--- src/rtl/lt_irq_pkg.sv ---
package lt_irq_pkg;
  timeunit 1ns;
  timeprecision 1ps;

  localparam int unsigned LT_NCH = 4;   // channels
  localparam int unsigned LT_NB  = 7;   // status bits per channel

  // width of a channel number, at least one bit
  function automatic int unsigned ch_width(input int unsigned n);
    return (n > 1) ? $clog2(n) : 1;
  endfunction
endpackage

--- src/rtl/lt_sync_edge.sv ---
// Two-stage synchronizer followed by a change detector.
module lt_sync_edge #(
  parameter int unsigned W = 28
) (
  input  logic         clk,
  input  logic         rst_n,
  input  logic [W-1:0] async_i,
  output logic [W-1:0] cur_o,
  output logic [W-1:0] chg_o
);
  timeunit 1ns;
  timeprecision 1ps;

  logic [W-1:0] meta_q, sync_q, prev_q;

  always_ff @(posedge clk or negedge rst_n) begin
    if (!rst_n) begin
      meta_q <= '0;
      sync_q <= '0;
      prev_q <= '0;
    end else begin
      meta_q <= async_i;
      sync_q <= meta_q;
      prev_q <= sync_q;
    end
  end

  assign cur_o = sync_q;
  assign chg_o = sync_q ^ prev_q;
endmodule

--- src/rtl/lt_mask_reg.sv ---
// Global mask shared by every channel.
module lt_mask_reg #(
  parameter int unsigned NB = 7
) (
  input  logic          clk,
  input  logic          rst_n,
  input  logic          we_i,
  input  logic [NB-1:0] wdata_i,
  output logic [NB-1:0] mask_o
);
  timeunit 1ns;
  timeprecision 1ps;

  logic [NB-1:0] mask_q;

  always_ff @(posedge clk or negedge rst_n) begin
    if (!rst_n)    mask_q <= '1;
    else if (we_i) mask_q <= wdata_i;
  end

  assign mask_o = mask_q;

  assert_mask_load_R7: assert property (@(posedge clk) disable iff (!rst_n)
    we_i |=> (mask_q == $past(wdata_i)));
  assert_mask_keep_R7: assert property (@(posedge clk) disable iff (!rst_n)
    !we_i |=> $stable(mask_q));
endmodule

--- src/rtl/lt_chan.sv ---
// One channel: latch-on-change status word with read-to-clear.
module lt_chan #(
  parameter int unsigned NB = 7
) (
  input  logic          clk,
  input  logic          rst_n,
  input  logic [NB-1:0] cur_i,    // synchronized live value
  input  logic [NB-1:0] chg_i,    // changed this cycle
  input  logic [NB-1:0] mask_i,
  input  logic          rd_i,     // this channel is read now
  output logic [NB-1:0] stat_o,
  output logic [NB-1:0] lt_o
);
  timeunit 1ns;
  timeprecision 1ps;

  logic [NB-1:0] stat_q, lt_q, hit;

  assign hit = chg_i & ~mask_i;

  always_ff @(posedge clk or negedge rst_n) begin
    if (!rst_n) begin
      stat_q <= '0;
      lt_q   <= '0;
    end else if (rd_i) begin
      stat_q <= cur_i;
      lt_q   <= hit;               // same-cycle change re-latches
    end else begin
      stat_q <= (stat_q & lt_q) | (cur_i & ~lt_q);
      lt_q   <= lt_q | hit;
    end
  end

  assign stat_o = stat_q;
  assign lt_o   = lt_q;

  assert_latch_on_change_R2: assert property (@(posedge clk) disable iff (!rst_n)
    (|(chg_i & ~mask_i)) |=>
      ((lt_q & $past(chg_i & ~mask_i)) == $past(chg_i & ~mask_i)));
  assert_hold_latched_R3: assert property (@(posedge clk) disable iff (!rst_n)
    !rd_i |=> (((stat_q ^ $past(stat_q)) & $past(lt_q)) == '0));
  assert_read_refresh_R4: assert property (@(posedge clk) disable iff (!rst_n)
    rd_i |=> ((stat_q == $past(cur_i)) &&
              ((lt_q & ~$past(chg_i & ~mask_i)) == '0)));
  assert_masked_no_latch_R6: assert property (@(posedge clk) disable iff (!rst_n)
    !rd_i |=> ((lt_q & ~$past(lt_q) & $past(mask_i)) == '0));
endmodule

--- src/rtl/lt_irq_unit.sv ---
module lt_irq_unit
  import lt_irq_pkg::*;
#(
  parameter int unsigned NCH = LT_NCH,
  parameter int unsigned NB  = LT_NB,
  parameter int unsigned CHW = ch_width(NCH)
) (
  input  logic              clk,
  input  logic              rst_n,
  input  logic [NCH*NB-1:0] live_i,
  input  logic              rd_stb_i,
  input  logic [CHW-1:0]    rd_ch_i,
  input  logic              mask_we_i,
  input  logic [NB-1:0]     mask_wdata_i,
  output logic [NB-1:0]     rd_data_o,
  output logic [NB:0]       mask_rd_o,
  output logic              irq_flag_o,
  output logic              irq_n_o
);
  timeunit 1ns;
  timeprecision 1ps;

  localparam int unsigned W = NCH * NB;

  logic [W-1:0]   cur, chg;
  logic [NB-1:0]  mask;
  logic [NB-1:0]  stat_a [NCH];
  logic [NB-1:0]  lt_a   [NCH];
  logic [NCH-1:0] pend_v, lt_any_v;
  logic [NB-1:0]  sel_stat, rd_q;

  lt_sync_edge #(.W(W)) u_sync (
    .clk(clk), .rst_n(rst_n), .async_i(live_i), .cur_o(cur), .chg_o(chg)
  );

  lt_mask_reg #(.NB(NB)) u_mask (
    .clk(clk), .rst_n(rst_n), .we_i(mask_we_i), .wdata_i(mask_wdata_i),
    .mask_o(mask)
  );

  for (genvar c = 0; c < NCH; c++) begin : g_ch
    logic rd_c;
    assign rd_c = rd_stb_i && (rd_ch_i == CHW'(c));
    lt_chan #(.NB(NB)) u_ch (
      .clk(clk), .rst_n(rst_n),
      .cur_i(cur[c*NB +: NB]), .chg_i(chg[c*NB +: NB]),
      .mask_i(mask), .rd_i(rd_c),
      .stat_o(stat_a[c]), .lt_o(lt_a[c])
    );
    assign pend_v[c]   = |(lt_a[c] & ~mask);
    assign lt_any_v[c] = |lt_a[c];
  end

  always_comb begin
    sel_stat = '0;
    for (int c = 0; c < NCH; c++)
      if (rd_ch_i == CHW'(c)) sel_stat = stat_a[c];
  end

  always_ff @(posedge clk or negedge rst_n) begin
    if (!rst_n)        rd_q <= '0;
    else if (rd_stb_i) rd_q <= sel_stat;
  end

  assign rd_data_o  = rd_q;
  assign irq_flag_o = |pend_v;
  assign irq_n_o    = ~(|pend_v);
  assign mask_rd_o  = {irq_flag_o, mask};

  assert_read_data_R4: assert property (@(posedge clk) disable iff (!rst_n)
    rd_stb_i |=> (rd_data_o == $past(sel_stat)));
  assert_read_keep_R4: assert property (@(posedge clk) disable iff (!rst_n)
    !rd_stb_i |=> $stable(rd_data_o));
  assert_pin_needs_latch_R8: assert property (@(posedge clk) disable iff (!rst_n)
    !irq_n_o |-> (|lt_any_v));
endmodule

--- config.mk ---
export PLATFORM = sky130hd
export DESIGN_NAME = lt_irq_unit
export DESIGN_NICKNAME = d
export VERILOG_FILES = /design/src/rtl/lt_irq_pkg.sv /design/src/rtl/lt_sync_edge.sv /design/src/rtl/lt_mask_reg.sv /design/src/rtl/lt_chan.sv /design/src/rtl/lt_irq_unit.sv
export SDC_FILE = /design/constraint.sdc
export NUM_CORES = 1
export LEC_CHECK = 0
export CAP_MARGIN = 20
export CORE_UTILIZATION = 58
export CTS_BUF_LIST = sky130_fd_sc_hd__clkbuf_8 sky130_fd_sc_hd__clkbuf_16
export DETAILED_ROUTE_END_ITERATION = 12
export MAX_ROUTING_LAYER = met4
export PLACE_DENSITY_LB_ADDON = 0.3
export SYNTH_ARGS = -nofsm -noshare
export SYNTH_HDL_FRONTEND = slang
export SYNTH_SLANG_ARGS = --single-unit
--- constraint.sdc ---
create_clock -name clk -period 5.9 [get_ports clk]
set_clock_uncertainty 0.2 [all_clocks]
set_input_delay 1.18 -clock clk [delete_from_list [all_inputs] [get_ports clk]]
set_output_delay 1.18 -clock clk [all_outputs]
set_load 0.05 [all_outputs]
==> results.md <==
- Chip width: roughly 96 µm
- Row cnt: 33
- Gpl congestion: slightly below 0.8
- Worst slew pin tran: around 0.95 ns
- F_max: around 230 MHz
- Initial antenna violation count: 0
- VDD IR max: approximately 270 µV
- Post-CTS setup buffers: 0
- Clock transition at path regs: approximately 0.060 ns
- # IOs: 58
- Cell area after synthesis: roughly 0.0051 mm²
- Final HPWL DP: around 5600 µm
- First-pass GRT wire length: roughly 14000 µm
- # clock sinks: around 150
- Final hold violations: 0
- RSZ-0062 raised after global routing: false
- Multi-input gate area: 0.00123 mm²
- Wire length after detailed routing: 9160 µm
- FF+latch count, synth: ~150
- CP bufs+invs: 1
- Total GRT Usage: 0.233
- # diodes: 0
- Distinct cells, synth: 21
- Core area: between 0.008 and 0.009 mm²
- Most frequent cells in the layout: 147 x dfrtp_1, 56 x clkdlybuf4s50_1, 32 x mux2_1
- Skew-Pair Late Insertion Delay: between 0.5 and 0.6 ns
- CP max-delay cell: clkdlybuf4s50_1
- Hold buffers post-CTS: 0
- Total leakage power: 2.75 nW
- Worst path arrival time: about 3 ns
- Crit path cell chain: or4_1 -> a222oi_1 -> and3_1 -> clkdlybuf4s50_1
- Max-slew headroom: 0.365
- Outcome: finished clean
- Final-report max-slew violation count: 0
- Sequential element share of the synthesized area: 0.753
- Mapped Nets: 356
- Drt pass-1 iters: 4
- Setup TNS: 0 ns
- Largest net degree at the start of global routing: between 100 and 150
- H-tree levels: 4
- Pwr per Cell Area: between 400 and 500 mW/mm²
- Max Cap Violations: 0
- Clk buf depth: 2
- Setup slack at placement: around 2.1 ns
- Period utilisation layout: 0.745
- YS warnings: 0
- Initial Utilization: 0.612
- Final global-route overflow total: 0
- P&R area growth vs syn: 25.1%
- Final-report setup violation count: 0
- Fill cells: 486
- Tmin final: about 4.4 ns
- FF/Latch Area: 0.00386 mm²
- CP Max Fanout: 2
- Via Count: ~2700
- Number of global-route vias before repair: 2876
- Die height: approximately 96 µm
- Worst reg2reg path depth: 2
- DRC: 0
- Die ar.: approximately 0.0092 mm²
- CP Class: reg2out
- Commonest non-fill, non-tap cell in the layout: dfrtp_1
- Detailed Route Iter0 Violations: ~130
- CP endpoint kind: output port
- Vias per cell: approximately 5.4
- Syn Area/Cell: 16.3 µm²
- Hold Path Cell Cnt: 0
- CP delay by family, top: buffers and inverters
- Share of cells above drive strength 1: 0.135
- Type of origin of the critical path: register
- CTS tree: done
- Routed Antenna Nets: 0
- Root Driver: clkbuf_8
- Worst Hold Slack: approximately 0.15 ns
- Worst path max stage delay: 0.81 ns
- Buffers on Ports: 57
- Routed length per placed instance: 18.2 µm
- WP data required: between 4 and 5 ns
- Layout Nets: 427
- Setup ws final: 1.50 ns
- CP Depth: 4
- PostCTS Resize Cnt: 0
- Cells after synthesis: 315
- Worst min path class: reg2reg
- Cts bufs inserted: 17
==> power by group <==
group | switching [mW] | internal (mW) | total [mW] | leakage [nW]
combinational | 0.186 | 0.161 | 0.348 | 0.710
clock | 0.439 | 0.655 | 1.09 | 0.295
sequential | 0.0822 | 1.20 | 1.28 | 1.75
total | 0.708 | 2.01 | 2.72 | 2.75
==> cells in the mapped netlist <==
library cell | instances | area share
dfrtp_1 | 147 | 0.72
mux2_1 | 32 | 0.070
nand2_1 | 31 | 0.023
o21ai_1 | 28 | 0.027
xnor2_1 | 28 | 0.048
dfstp_2 | 7 | 0.036
mux2_2 | 7 | 0.015
mux4_2 | 7 | 0.031
nor4_1 | 4 | 0.0049
clkbuf_1 | 3 | 0.0022
inv_1 | 3 | 0.0022
o21ai_0 | 3 | 0.0029
or4_1 | 3 | 0.0044
buf_2 | 2 | 0.0020
nand3_1 | 2 | 0.0020
nand3b_1 | 2 | 0.0029
o22a_1 | 2 | 0.0034
a222oi_1 | 1 | 0.0020
and3_1 | 1 | 0.0012
buf_4 | 1 | 0.0015
or3b_1 | 1 | 0.0017
==> layer usage <==
metal,GRT usage,up-vias,part of all wire
met2,0.373,73,0.52
met4,0.0821,0,0.011
met3,0.0656,8,0.042
li1,-,1225,-
met1,0.286,1411,0.42
met5,-,-,0
==> metrics by stage <==
stage / instance area, µm² / utilization / power, mW / std cells
after detailed placement: 5810 / 0.694 / 1.64 / 472
after global routing: 6420 / 0.766 / 2.82 / 504
after floorplan: 5130 / - / 1.49 / 315
after CTS: 6420 / 0.766 / 2.74 / 504
after global placement: 5810 / 0.694 / 1.62 / 472
final: 6420 / 0.766 / 2.72 / 504
==> cells by family after synthesis <==
family                 synth area share
flip-flops                        0.753
XOR/XNOR                         0.0478
AO/OA/AOI/OAI                    0.0356
buffers and inverters           0.00780
multiplexers                      0.116
AND/OR/NAND/NOR                  0.0397
==> final cells by class <==
cell class | instances | area share
clock buffers | 17 | 0.0645
clock inverters | 15 | 0.0300
inverters | 3 | 0.00175
multi-input cells | 152 | 0.191
flip-flops and latches | 154 | 0.602
well taps | 105 | 0.0205
repair buffers | 58 | 0.0902
==> final timing paths <==
kind                                      start                   end  slack [ns]
hold / removal                u_sync.meta_q[23]      u_sync.cur_o[23]        0.15
max in group asynchronous                 rst_n     u_sync.prev_q[20]        3.85
hold reg to reg               u_sync.meta_q[23]      u_sync.cur_o[23]        0.15
min in group asynchronous                 rst_n  g_ch[1].u_ch.lt_o[3]        0.59
setup / recovery           g_ch[3].u_ch.lt_o[4]               irq_n_o        1.50
setup reg to reg                       register          rd_data_o[1]        4.42
Power figures use the tool's default switching activity.
